### src/rtl/chain_node_pkg.sv
package chain_node_pkg;

   typedef enum logic [2:0] {
      K_EMPTY = 3'd0,
      K_ADDR  = 3'd1,
      K_VALUE = 3'd2,
      K_TOKEN = 3'd3,
      K_RADDR = 3'd4,
      K_RX    = 3'd5,
      K_RLO   = 3'd6,
      K_RHI   = 3'd7
   } kind_e;

   localparam int unsigned KIND_W    = 3;
   localparam int unsigned CNT_WORDS = 2;
   localparam int unsigned RES_WORDS = 2 + CNT_WORDS;

endpackage

### src/rtl/cn_load_decode.sv
module cn_load_decode
   import chain_node_pkg::*;
#(
   parameter int unsigned W       = 16,
   parameter int unsigned NODE_ID = 5
)(
   input  logic                clk,
   input  logic                rst_n,
   input  logic                accept,
   input  logic [KIND_W-1:0]   kind,
   input  logic [W-1:0]        data,
   output logic                job_start,
   output logic [W-1:0]        job_x0
);

   localparam logic [W-1:0] MY_ADDR = W'(NODE_ID);

   logic armed;

   always_ff @(posedge clk or negedge rst_n) begin
      if (!rst_n) begin
         armed     <= 1'b0;
         job_start <= 1'b0;
         job_x0    <= '0;
      end else begin
         job_start <= 1'b0;
         if (accept) begin
            case (kind)
               K_ADDR:  armed <= (data == MY_ADDR);
               K_VALUE: begin
                  if (armed) begin
                     job_start <= 1'b1;
                     job_x0    <= data;
                  end
                  armed <= 1'b0;
               end
               default: armed <= 1'b0;
            endcase
         end
      end
   end

   // a start needs two accepted words, so pulses never touch
   assert_start_pulse_R4: assert property (@(posedge clk) disable iff (!rst_n)
      job_start |=> !job_start);

endmodule

### src/rtl/cn_result_seq.sv
module cn_result_seq
   import chain_node_pkg::*;
#(
   parameter int unsigned W       = 16,
   parameter int unsigned NODE_ID = 5
)(
   input  logic                clk,
   input  logic                rst_n,
   input  logic                job_done,
   input  logic [W-1:0]        job_x,
   input  logic [2*W-1:0]      job_cycles,
   input  logic                tok_capture,
   input  logic [W-1:0]        tok_data,
   input  logic                slot_free,
   output logic                pending,
   output logic                token_held,
   output logic                ins_valid,
   output logic [KIND_W-1:0]   ins_kind,
   output logic [W-1:0]        ins_data
);

   localparam int unsigned IDX_W = $clog2(RES_WORDS + 1);
   localparam logic [IDX_W-1:0] LAST_IDX = IDX_W'(RES_WORDS);

   logic [W-1:0]        res_x;
   logic [2*W-1:0]      res_cnt;
   logic [W-1:0]        held_tok;
   logic [IDX_W-1:0]    idx;
   logic [W-1:0]        cnt_word [CNT_WORDS];
   logic                release_now;

   for (genvar g = 0; g < CNT_WORDS; g++) begin : g_cnt_split
      assign cnt_word[g] = res_cnt[g*W +: W];
   end

   assign ins_valid   = token_held && slot_free;
   assign release_now = ins_valid && (idx == LAST_IDX);

   always_comb begin
      ins_kind = K_TOKEN;
      ins_data = held_tok;
      case (idx)
         IDX_W'(0): begin ins_kind = K_RADDR; ins_data = W'(NODE_ID); end
         IDX_W'(1): begin ins_kind = K_RX;    ins_data = res_x;       end
         IDX_W'(2): begin ins_kind = K_RLO;   ins_data = cnt_word[0]; end
         IDX_W'(3): begin ins_kind = K_RHI;   ins_data = cnt_word[1]; end
         default:   begin ins_kind = K_TOKEN; ins_data = held_tok;    end
      endcase
   end

   always_ff @(posedge clk or negedge rst_n) begin
      if (!rst_n) begin
         pending    <= 1'b0;
         token_held <= 1'b0;
         idx        <= '0;
         res_x      <= '0;
         res_cnt    <= '0;
         held_tok   <= '0;
      end else begin
         if (job_done && !pending) begin
            pending <= 1'b1;
            res_x   <= job_x;
            res_cnt <= job_cycles;
         end
         if (tok_capture) begin
            token_held <= 1'b1;
            held_tok   <= tok_data;
            idx        <= '0;
         end else if (ins_valid) begin
            if (release_now) begin
               token_held <= 1'b0;
               pending    <= 1'b0;
               idx        <= '0;
            end else begin
               idx <= idx + IDX_W'(1);
            end
         end
      end
   end

   // a held token always belongs to a pending result
   assert_pend_R6: assert property (@(posedge clk) disable iff (!rst_n)
      token_held |-> pending);

   // later completion pulses leave a pending result untouched
   assert_keep_R8: assert property (@(posedge clk) disable iff (!rst_n)
      (pending && !release_now) |=> (pending && $stable(res_x) && $stable(res_cnt)));

endmodule

### src/rtl/chain_node.sv
module chain_node
   import chain_node_pkg::*;
#(
   parameter int unsigned W       = 16,
   parameter int unsigned NODE_ID = 5
)(
   input  logic              clk,
   input  logic              rst_n,
   input  logic [2:0]        up_kind,
   input  logic [W-1:0]      up_data,
   output logic              up_rdy,
   output logic [2:0]        dn_kind,
   output logic [W-1:0]      dn_data,
   input  logic              dn_rdy,
   output logic              job_start,
   output logic [W-1:0]      job_x0,
   input  logic              job_done,
   input  logic [W-1:0]      job_x,
   input  logic [2*W-1:0]    job_cycles
);

   if (W < 4 || W > 32) begin : g_bad_width
      $error("chain_node: W must lie in 4..32");
   end
   if ((64'(NODE_ID) >> W) != 64'd0) begin : g_bad_id
      $error("chain_node: NODE_ID does not fit in W bits");
   end

   logic [KIND_W-1:0] slot_kind;
   logic [W-1:0]      slot_data;
   logic              slot_free, accept, tok_capture;
   logic              pending, token_held, ins_valid;
   logic [KIND_W-1:0] ins_kind;
   logic [W-1:0]      ins_data;

   assign slot_free   = (slot_kind == K_EMPTY) || dn_rdy;
   assign up_rdy      = slot_free && !token_held;
   assign accept      = up_rdy && (up_kind != K_EMPTY);
   assign tok_capture = accept && (up_kind == K_TOKEN) && pending;

   always_ff @(posedge clk or negedge rst_n) begin
      if (!rst_n) begin
         slot_kind <= K_EMPTY;
         slot_data <= '0;
      end else if (ins_valid) begin
         slot_kind <= ins_kind;
         slot_data <= ins_data;
      end else if (slot_free) begin
         if (accept && !tok_capture) begin
            slot_kind <= up_kind;
            slot_data <= up_data;
         end else begin
            slot_kind <= K_EMPTY;
            slot_data <= '0;
         end
      end
   end

   assign dn_kind = slot_kind;
   assign dn_data = slot_data;

   cn_load_decode #(.W(W), .NODE_ID(NODE_ID)) i_decode (
      .clk       (clk),
      .rst_n     (rst_n),
      .accept    (accept),
      .kind      (up_kind),
      .data      (up_data),
      .job_start (job_start),
      .job_x0    (job_x0)
   );

   cn_result_seq #(.W(W), .NODE_ID(NODE_ID)) i_result (
      .clk         (clk),
      .rst_n       (rst_n),
      .job_done    (job_done),
      .job_x       (job_x),
      .job_cycles  (job_cycles),
      .tok_capture (tok_capture),
      .tok_data    (up_data),
      .slot_free   (slot_free),
      .pending     (pending),
      .token_held  (token_held),
      .ins_valid   (ins_valid),
      .ins_kind    (ins_kind),
      .ins_data    (ins_data)
   );

   assert_hold_R2: assert property (@(posedge clk) disable iff (!rst_n)
      (slot_kind != K_EMPTY && !dn_rdy) |=> ($stable(slot_kind) && $stable(slot_data)));

   assert_token_fwd_R5: assert property (@(posedge clk) disable iff (!rst_n)
      (accept && up_kind == K_TOKEN && !pending) |=> (slot_kind == K_TOKEN));

   assert_release_R6: assert property (@(posedge clk) disable iff (!rst_n)
      $fell(token_held) |-> (slot_kind == K_TOKEN));

   assert_no_load_R7: assert property (@(posedge clk) disable iff (!rst_n)
      token_held |-> !job_start);

endmodule

### config.mk
export PLATFORM = sky130hd
export DESIGN_NAME = chain_node
export DESIGN_NICKNAME = d
export VERILOG_FILES = /design/src/rtl/chain_node_pkg.sv /design/src/rtl/cn_load_decode.sv /design/src/rtl/cn_result_seq.sv /design/src/rtl/chain_node.sv
export SDC_FILE = /design/constraint.sdc
export NUM_CORES = 1
export LEC_CHECK = 0
export ABC_AREA = 1
export BUFFER_PORTS_ARGS = -buffer_cell sky130_fd_sc_hd__buf_4
export CAP_MARGIN = 20
export CELL_PAD_IN_SITES_DETAIL_PLACEMENT = 0
export CELL_PAD_IN_SITES_GLOBAL_PLACEMENT = 1
export CORE_UTILIZATION = 41
export CTS_CLUSTER_SIZE = 16
export DETAILED_ROUTE_END_ITERATION = 16
export GPL_ROUTABILITY_DRIVEN = 0
export HOLD_SLACK_MARGIN = 0.02
export PLACE_DENSITY = 0.86
export RECOVER_POWER = 50
export SYNTH_ARGS = -nofsm -noshare
export SYNTH_HDL_FRONTEND = slang
export SYNTH_SLANG_ARGS = --single-unit
export TNS_END_PERCENT = 10
### constraint.sdc
create_clock -name clk -period 1.87 [get_ports clk]
set_input_delay 0.0935 -clock clk [delete_from_list [all_inputs] [get_ports clk]]
set_output_delay 0.0935 -clock clk [all_outputs]
set_load 0.05 [all_outputs]
==> tab_implementation.tex, run 1 <==
\begin{tabular}{lr}
\hline
Metric & Value \\
\hline
\multicolumn{2}{l}{\textbf{Run status}} \\
\quad Result of the run & finished clean \\
\multicolumn{2}{l}{\textbf{STA}} \\
\quad Post-route fraction of the period consumed by the critical path & 92.1\% \\
\quad Achievable clock frequency & 580 MHz \\
\quad Minimum period implied by the final worst setup slack & 1720 ps \\
\quad Post-route setup TNS & 0 ps \\
\quad Number of pins with negative max-slew slack in the final report & 0 \\
\quad Slew @ Worst Pin & 831 ps \\
\quad Number of failing setup endpoints in the final timing report & 0 \\
\quad RSZ-0062 raised after global routing & no \\
\quad Max Clock Skew & 6.89 ps \\
\quad Number of failing hold endpoints at the final stage & 0 \\
\quad Worst slew margin & 44.6\% \\
\multicolumn{2}{l}{\textbf{Worst setup path}} \\
\quad R2r endpoint & dn\_data[11] \\
\quad Startpoint class of the critical path & register \\
\quad Class of the most critical setup path & reg -> out \\
\quad Number of cells traversed by the worst register-to-register path & 9 \\
\quad Reg-to-reg startpoint & i\_result.idx[0] \\
\quad Data arrival at the endpoint of the critical path & 1630 ps \\
\quad Critical path endpoint category & output pin \\
\quad Kind of cell adding the most delay to the critical path & flip-flops \\
\quad Largest incremental delay on the critical path & 420 ps \\
\quad Combined buffer and inverter count along the critical path & 1 \\
\quad Cell at the slowest stage of the critical path & dfrtp\_1 \\
\quad Required time of the critical path & 1780 ps \\
\quad Worst setup path startpoint & dn\_kind[0] \\
\quad CP Cell Sequence & nor2\_1 > nand2\_1 > a21oi\_4 > buf\_4 \\
\quad Critical Path End & up\_rdy \\
\quad Worst reg-to-reg setup slack & 180 ps \\
\quad Critical path fanouts, max & 14 \\
\quad WP depth & 4 \\
\multicolumn{2}{l}{\textbf{Yosys}} \\
\quad Post-synthesis sequential area ratio & 52.3\% \\
\quad Compound-gate portion of the synthesized area & 4.22\% \\
\quad Synthesized-area fraction occupied by xor and xnor cells & 0\% \\
\quad Seq cells post-synth & 106 \\
\quad Number of enable flip-flop cells after synthesis & 0 \\
\quad Average instance area after synthesis & 8.82 um\^{}2 \\
\quad Leading cell types by total area after synthesis & dfrtp\_1, nand2\_1, mux2\_2 \\
\quad Cell types with the highest counts after synthesis & nand2\_1, dfrtp\_1, nand3\_1 \\
\quad Synth cell types & 27 \\
\quad Most used DFF post-synth & dfrtp\_1 \\
\quad Mapped Nets & 651 \\
\quad Synth Warn \# & 0 \\
\quad Async set-or-reset flop fraction in the synthesized netlist & 100\% \\
\quad Cells after synthesis & 575 \\
\quad Cell with the most instances after synthesis & nand2\_1 \\
\quad Post-synthesis cell type with the largest combined area & dfrtp\_1 \\
\quad Cell area after technology mapping & 0.00507 mm\^{}2 \\
\quad Fraction of the mapped netlist area in simple logic gates & 27.4\% \\
\quad Adder-Cell Fraction of Synth Area & 1.23\% \\
\quad Dominant combinational cell family by area after synthesis & simple AND/OR/NAND/NOR gates \\
\quad Share of the synthesized area in the top cell type & 52.3\% \\
\quad Multiplexer fraction of the synthesized cell area & 7.55\% \\
\multicolumn{2}{l}{\textbf{Power}} \\
\quad Total power per unit cell area & 1430 mW/mm\^{}2 \\
\quad Standby leakage power & 3.52 nW \\
\quad Net load switching power & 4.04 mW \\
\quad Internal power of the cells & 5.72 mW \\
\quad Power Total & 9.75 mW \\
\quad Proportion of power drawn by flip-flops and latches & 38.6\% \\
\quad Net switching fraction of the power & 41.4\% \\
\quad Part of the power in the clock network & 18.1\% \\
\quad Combinational share of power & 43.3\% \\
\quad Peak VDD IR & 0.617 mV \\
\multicolumn{2}{l}{\textbf{Layout}} \\
\quad Multi-input gate area & 0.00205 mm\^{}2 \\
\quad Post-route standard cell area excluding fillers & 0.00682 mm\^{}2 \\
\quad Final layout net count & 811 \\
\quad Reg area & 0.00265 mm\^{}2 \\
\quad Layout filler cell count & 1079 \\
\quad Fraction of final layout cells with drive strength greater than 1 & 22.6\% \\
\quad Area overhead of the layout relative to synthesis & 34.3\% \\
\quad Antenna cells & 0 \\
\multicolumn{2}{l}{\textbf{Clock network}} \\
\quad Clock tree from TritonCTS & built \\
\quad Number of cells upsized or downsized after cts & 0 \\
\quad CTS HTree Levels & 3 \\
\quad Clock root buffer & clkbuf\_16 \\
\quad Clock buffer depth & 2 \\
\quad Clock buffer count from CTS & 9 \\
\quad Sink Count & 106 \\
\quad Clock-pin slew reported for the worst setup and hold paths after clock tree synthesis & 70 ps \\
\quad Clock insertion delay at the later pin of the skew report & 340 ps \\
\multicolumn{2}{l}{\textbf{Drt}} \\
\quad Drt first pass iters & 5 \\
\quad First-iteration detailed-routing DRC count & 206 \\
\quad Post-Route WL & 13000 um \\
\quad Number of routed nets with antenna violations & 0 \\
\quad DRC & 0 \\
\quad Routed via count divided by cell count & 4.87 \\
\quad Total number of vias & 4423 \\
\quad Post-DR wirelength/cell & 14.4 um \\
\multicolumn{2}{l}{\textbf{Floorplan}} \\
\quad Die Footprint & 0.0128 mm\^{}2 \\
\quad Top-level port count & 108 \\
\quad Placeable Area & 0.0121 mm\^{}2 \\
\quad Overall die width & 113 um \\
\quad Initial core utilization & 42.1\% \\
\quad Vertical die dimension & 113 um \\
\quad Number of cell rows & 40 \\
\multicolumn{2}{l}{\textbf{Global routing}} \\
\quad Total gr overflow & 0 \\
\quad Number of global-route vias before repair & 4314 \\
\quad Initial antenna violation count & 0 \\
\quad Total global routing track utilization & 21.6\% \\
\quad Global-route wire length before repair & 22000 um \\
\quad Largest net degree at the start of global routing & 63 \\
\multicolumn{2}{l}{\textbf{Place}} \\
\quad Placed cell area & 0.00606 mm\^{}2 \\
\quad Number of port buffers & 107 \\
\quad HPWL reported at the end of detailed placement & 9060 um \\
\multicolumn{2}{l}{\textbf{Min path}} \\
\quad Min-Delay Path Class & in -> reg \\
\multicolumn{2}{l}{\textbf{Run}} \\
\quad Max-cap violations & 0 \\
\hline
\end{tabular}
kinds of logic (layout without fill, tap and decap cells):
group                    after synthesis  count (layout)
AO/OA/AOI/OAI                         37              37
AND/OR/NAND/NOR                      313             313
adder cells (fa/ha/maj)                5               5
multiplexers                          34              34
flip-flops                           106             106
buffers and inverters                 80             245
power by group through the flow:
stage | registers (mW) | logic (mW) | clock network (mW)
after detailed placement | 3.79 | 4.17 | 0
after CTS | 3.75 | 4.28 | 1.80
after global routing | 3.86 | 4.70 | 1.89
final | 3.77 | 4.22 | 1.76
after global placement | 3.78 | 4.07 | 0
after floorplan | 4.27 | 2.42 | 0
worst reg2reg max path, delay by kind of cell (launching register included):
kind	cells	cell delay, ps
AND/OR/NAND/NOR	6	490
flip-flops	1	420
adder cells (fa/ha/maj)	2	460
buffers and inverters	1	220
layer usage:
layer / vias up / global-route usage, % / part of all wire, %
met5: - / 0 / 0
met3: 9 / 4.82 / 6.1
met1: 2057 / 31.8 / 50
met4: 0 / 4.65 / 0.71
met2: 156 / 32.8 / 44
li1: 2201 / - / -
registers in the layout (all words and copies together), names as in the netlist:
name and count:
i_decode.armed 1, i_result.idx 3, i_result.token_held 1, dn_kind 3, i_result.res_x 16, i_result.pending 1, i_decode.job_x0 16, i_result.held_tok 16
i_result.res_cnt 32, dn_data 16, i_decode.job_start 1
area by class of cell:
type                    instances  area share (%)
well taps                     168            3.08
clock inverters                 5           0.569
flip-flops and latches        106            38.9
repair buffers                181            21.3
inverters                      48            2.64
multi-input cells             389            30.1
clock buffers                  11            3.41
timing repair:
| action | in CTS | in global routing |
|---|---|---|
| hold endpoints to repair | 161 | 0 |
| hold buffers | 57 | 0 |
| setup buffers | 0 | 0 |
per-stage QoR:
stage / hold WS (ps) / std cells / util, % / setup WS (ps)
after global routing: 36.4 / 908 / 56.5 / 28.2
final: 28.6 / 908 / 56.5 / 147
after floorplan: -202 / 575 / - / 200
after CTS: 20.1 / 908 / 57.2 / 146
after global placement: -38.2 / 835 / 50.3 / 256
after detailed placement: -34.9 / 835 / 50.3 / 201
worst min-delay path by stage:
| stage | cells past startpoint | from | to | slack, ps |
|---|---|---|---|---|
| floorplan | 0 | rst_n | dn_data[0] | -200 |
| global placement | 1 | rst_n | i_result.res_cnt[2] | -40 |
| detailed placement | 1 | rst_n | i_result.res_cnt[2] | -30 |
| CTS | 3 | up_data[11] | i_result.held_tok[11] | 20 |
| global route | 3 | up_data[11] | i_decode.job_x0[11] | 40 |
| finish | 3 | up_data[5] | i_decode.job_x0[5] | 30 |
placed cells by master, fill, tap and decap left out, types with 2 or more instances in the layout:
cell type,n
nand2_1,158
dfrtp_1,106
buf_4,100
nand3_1,58
dlygate4sd3_1,57
nor2_1,52
inv_1,44
nand4_1,35
mux2_2,34
clkbuf_1,21
o21ai_1,17
a21oi_1,15
clkbuf_16,9
ha_1,5
nand2_2,4
inv_2,3
a21oi_4,2
inv_6,2
buf_12,2
clkbuf_2,2
(Power assumes the default switching activity.)
==> run 2: changes to the inputs <==
CORE_UTILIZATION = 40   (was 41)
SYNTH_HIERARCHICAL = 1   (was unset)
==> tab_implementation.tex, run 2 <==
\begin{tabular}{lr}
\hline
Metric & Value \\
\hline
\multicolumn{2}{l}{\textbf{Worst setup path}} \\
\quad Reg-to-reg startpoint & i\_result/idx[0] (was i\_result.idx[0]) \\
\quad Number of cells traversed by the worst register-to-register path & 11 (was 9) \\
\quad Kind of cell adding the most delay to the critical path & simple AND/OR/NAND/NOR gates (was flip-flops) \\
\quad WP depth & 11 (was 4) \\
\quad Critical Path End & dn\_data[12] (was up\_rdy) \\
\quad Cell at the slowest stage of the critical path & dfrtp\_1 (unchanged) \\
\quad R2r endpoint & dn\_data[12] (was dn\_data[11]) \\
\quad Worst setup path startpoint & i\_result/idx[0] (was dn\_kind[0]) \\
\quad Largest incremental delay on the critical path & 410 ps (was 420 ps) \\
\quad Data arrival at the endpoint of the critical path & 1980 ps (was 1630 ps) \\
\quad Critical path endpoint category & register (was output pin) \\
\quad Critical path fanouts, max & 17 (was 14) \\
\quad Required time of the critical path & 2100 ps (was 1780 ps) \\
\quad Worst reg-to-reg setup slack & 120 ps (was 180 ps) \\
\quad Class of the most critical setup path & reg -> reg (was reg -> out) \\
\quad CP Cell Sequence & ha\_1 > ha\_1 > buf\_6 > nand2\_1 > nand2\_1 > nor2\_1 > nand2\_1 > nand2\_1 > nand2\_1 > inv\_1 > o21ai\_2 (was nor2\_1 > nand2\_1 > a21oi\_4 > buf\_4) \\
\quad Most frequent cell on the critical path & nand2\_1 \\
\quad Startpoint class of the critical path & register (unchanged) \\
\quad Combined buffer and inverter count along the critical path & 2 (was 1) \\
\multicolumn{2}{l}{\textbf{Floorplan}} \\
\quad Die Footprint & 0.0138 mm\^{}2 (was 0.0128 mm\^{}2) \\
\quad Initial core utilization & 41.6\% (was 42.1\%) \\
\quad Vertical die dimension & 117 um (was 113 um) \\
\quad Placeable Area & 0.0128 mm\^{}2 (was 0.0121 mm\^{}2) \\
\quad Number of cell rows & 41 (was 40) \\
\quad Top-level port count & 108 (unchanged) \\
\quad Overall die width & 117 um (was 113 um) \\
\multicolumn{2}{l}{\textbf{Clock network}} \\
\quad Clock buffer depth & 2 (unchanged) \\
\quad Clock insertion delay at the later pin of the skew report & 340 ps (about the same) \\
\quad Post-CTS setup buffers & 0 (unchanged) \\
\quad CTS HTree Levels & 3 (unchanged) \\
\quad Clock tree from TritonCTS & built (unchanged) \\
\quad Clock root buffer & clkbuf\_16 (unchanged) \\
\quad Clock-pin slew reported for the worst setup and hold paths after clock tree synthesis & 70 ps (about the same) \\
\quad Clock buffer count from CTS & 9 (unchanged) \\
\quad Sink Count & 106 (unchanged) \\
\multicolumn{2}{l}{\textbf{Drt}} \\
\quad Met2 routed WL & 7640 um (was 5680 um) \\
\quad Post-DR wirelength/cell & 14.8 um (was 14.4 um) \\
\quad First-iteration detailed-routing DRC count & 328 (was 206) \\
\quad Post-Route WL & 15200 um (was 13000 um) \\
\quad Total number of vias & 5011 (was 4423) \\
\quad Sum of met3 wire segment lengths after detailed routing & 671 um (was 795 um) \\
\quad Drt first pass iters & 5 (unchanged) \\
\quad Routed via count divided by cell count & 4.88 (was 4.87) \\
\quad DRC & 0 (unchanged) \\
\quad Number of routed nets with antenna violations & 0 (unchanged) \\
\quad Top routing layer used & met4 (unchanged) \\
\quad WL met1 & 6550 um (was 6470 um) \\
\multicolumn{2}{l}{\textbf{STA}} \\
\quad Slew @ Worst Pin & 900 ps (was 831 ps) \\
\quad Number of failing setup endpoints in the final timing report & 0 (unchanged) \\
\quad Number of pins with negative max-slew slack in the final report & 0 (unchanged) \\
\quad RSZ-0062 raised after global routing & yes (was no) \\
\quad Minimum period implied by the final worst setup slack & 1750 ps (was 1720 ps) \\
\quad Achievable clock frequency & 572 MHz (was 580 MHz) \\
\quad Post-route fraction of the period consumed by the critical path & 93.5\% (was 92.1\%) \\
\quad Max Clock Skew & 7.35 ps (was 6.89 ps) \\
\quad Hold\_ws & 24.9 ps (was 28.6 ps) \\
\quad Worst slew margin & 40.0\% (was 44.6\%) \\
\quad Number of failing hold endpoints at the final stage & 0 (unchanged) \\
\multicolumn{2}{l}{\textbf{Power}} \\
\quad Standby leakage power & 3.81 nW (was 3.52 nW) \\
\quad Power Total & 10.4 mW (was 9.75 mW) \\
\quad Total power per unit cell area & 1460 mW/mm\^{}2 (was 1430 mW/mm\^{}2) \\
\quad Peak VDD IR & 0.708 mV (was 0.617 mV) \\
\multicolumn{2}{l}{\textbf{Yosys}} \\
\quad Cells after synthesis & 694 (was 575) \\
\quad Leading cell types by total area after synthesis & dfrtp\_1, nand2\_1, nand3\_1 (was dfrtp\_1, nand2\_1, mux2\_2) \\
\quad Dominant combinational cell family by area after synthesis & simple AND/OR/NAND/NOR gates (unchanged) \\
\quad Compound-gate portion of the synthesized area & 5.27\% (was 4.22\%) \\
\quad Post-synthesis cell type with the largest combined area & dfrtp\_1 (unchanged) \\
\quad Seq cells post-synth & 106 (unchanged) \\
\quad Cell types with the highest counts after synthesis & nand2\_1, dfrtp\_1, nand3\_1 (unchanged) \\
\quad Synth cell types & 24 (was 27) \\
\quad Post-synthesis sequential area ratio & 49.9\% (was 52.3\%) \\
\quad Cell with the most instances after synthesis & nand2\_1 (unchanged) \\
\quad Cell area after technology mapping & 0.00532 mm\^{}2 (was 0.00507 mm\^{}2) \\
\quad Adder-Cell Fraction of Synth Area & 1.18\% (was 1.23\%) \\
\quad Async set-or-reset flop fraction in the synthesized netlist & 100\% (unchanged) \\
\quad Mapped Nets & 770 (was 651) \\
\quad Number of enable flip-flop cells after synthesis & 0 (unchanged) \\
\quad Most used DFF post-synth & dfrtp\_1 (unchanged) \\
\quad Fraction of the mapped netlist area in simple logic gates & 35.1\% (was 27.4\%) \\
\quad Share of the synthesized area in the top cell type & 49.9\% (was 52.3\%) \\
\quad Synthesized-area fraction occupied by xor and xnor cells & 0\% (unchanged) \\
\quad Synth Warn \# & 6 (was 0) \\
\quad Average instance area after synthesis & 7.66 um\^{}2 (was 8.82 um\^{}2) \\
\quad Multiplexer fraction of the synthesized cell area & 0\% (was 7.55\%) \\
\multicolumn{2}{l}{\textbf{Global routing}} \\
\quad Global-route wire length before repair & 23700 um (was 22000 um) \\
\quad Total gr overflow & 0 (unchanged) \\
\quad Initial antenna violation count & 0 (unchanged) \\
\quad Number of global-route vias before repair & 4816 (was 4314) \\
\quad Total global routing track utilization & 22.9\% (was 21.6\%) \\
\quad Largest net degree at the start of global routing & 63 (unchanged) \\
\multicolumn{2}{l}{\textbf{Layout}} \\
\quad Max reg flops & 32 (unchanged) \\
\quad Final layout net count & 927 (was 811) \\
\quad Utilization of the core after routing & 55.8\% (was 56.5\%) \\
\quad Post-route standard cell area excluding fillers & 0.00712 mm\^{}2 (was 0.00682 mm\^{}2) \\
\quad Layout filler cell count & 1197 (was 1079) \\
\quad Register ranked first by flip-flop count & i\_result/res\_cnt (was i\_result.res\_cnt) \\
\quad Most common cell after layout, fill and taps aside & nand2\_1 (unchanged) \\
\quad Antenna cells & 0 (unchanged) \\
\quad Fraction of final layout cells with drive strength greater than 1 & 16.5\% (was 22.6\%) \\
\quad Area overhead of the layout relative to synthesis & 34.0\% (was 34.3\%) \\
\quad Top library cells by usage in the layout, fill and taps aside & nand2\_1, dfrtp\_1, buf\_4 (unchanged) \\
\multicolumn{2}{l}{\textbf{Run}} \\
\quad Max-cap violations & 0 (unchanged) \\
\multicolumn{2}{l}{\textbf{Place}} \\
\quad Number of port buffers & 107 (unchanged) \\
\quad Placed cell area & 0.00630 mm\^{}2 (was 0.00606 mm\^{}2) \\
\quad HPWL reported at the end of detailed placement & 10300 um (was 9060 um) \\
\multicolumn{2}{l}{\textbf{Run status}} \\
\quad Result of the run & finished clean (unchanged) \\
\multicolumn{2}{l}{\textbf{Min path}} \\
\quad Min-Delay Path Class & in -> reg (unchanged) \\
\hline
\end{tabular}
run 2: repair_timing:
action / in CTS / in global routing
hold buffers: 61 / 0
hold endpoints to repair: 105 / 0
endpoints found under the setup margin: 0 / 23
gates resized for setup: 0 / 4
run 2: routing by layer:
metal  up-vias  global-route usage (%)
met5         -                       0
met4         0                    8.19
met3        19                    3.71
met2       127                    39.6
met1      2374                    29.1
li1       2491                       -
run 2: worst min-delay path, stage by stage:
cell and delay [ps]:
buf_4 80, nand3_1 90, nand2_1 80
run 2: through the flow:
stage / cells / setup TNS [ps] / worst slack (ps)
6_report: 1027 / 0 / 121
5_1_grt: 1027 / -160 / -15.4
4_1_cts: 1026 / 0 / 69.2
3_5_place_dp: 950 / 0 / 90.8
3_3_place_gp: 950 / 0 / 147
2_1_floorplan: 694 / -106 / -14.0
run 2: layout make-up:
class                      instances  area, um^2  share of cell area [%]
timing repair buffer             184        1440                    20.2
clock buffer                       9         225                    3.16
tap                              172         215                    3.02
multi-input combinational        491        2240                    31.5
inverter                          59         230                    3.23
clock inverter                     6         113                    1.58
sequential                       106        2660                    37.3
run 2: where the power goes:
part	internal (mW)	total [mW]	leakage, nW	switching, mW
combinational	1.53	4.57	2.32	3.04
sequential	3.15	3.65	1.33	0.498
clock	1.31	2.17	0.166	0.865
run 2: logic make-up (layout without fill, tap and decap cells):
kind of cell | after synthesis | count (layout)
adders and majority gates | 5 | 5
and+or+nand+nor | 441 | 442
DFF | 106 | 106
AOI/OAI and AO/OA | 44 | 44
buffers and inverters | 98 | 258
run 2: worst min-delay path by stage:
stage	startpoint	to	slack, ps	cells past startpoint
global route	job_cycles[7]	i_result/res_cnt[7]	20	3
detailed placement	rst_n	i_result/res_x[14]	80	1
finish	job_cycles[7]	i_result/res_cnt[7]	20	3
CTS	job_cycles[7]	i_result/res_cnt[7]	20	3
floorplan	rst_n	dn_data[0]	-200	0
global placement	rst_n	i_result/res_x[14]	90	1
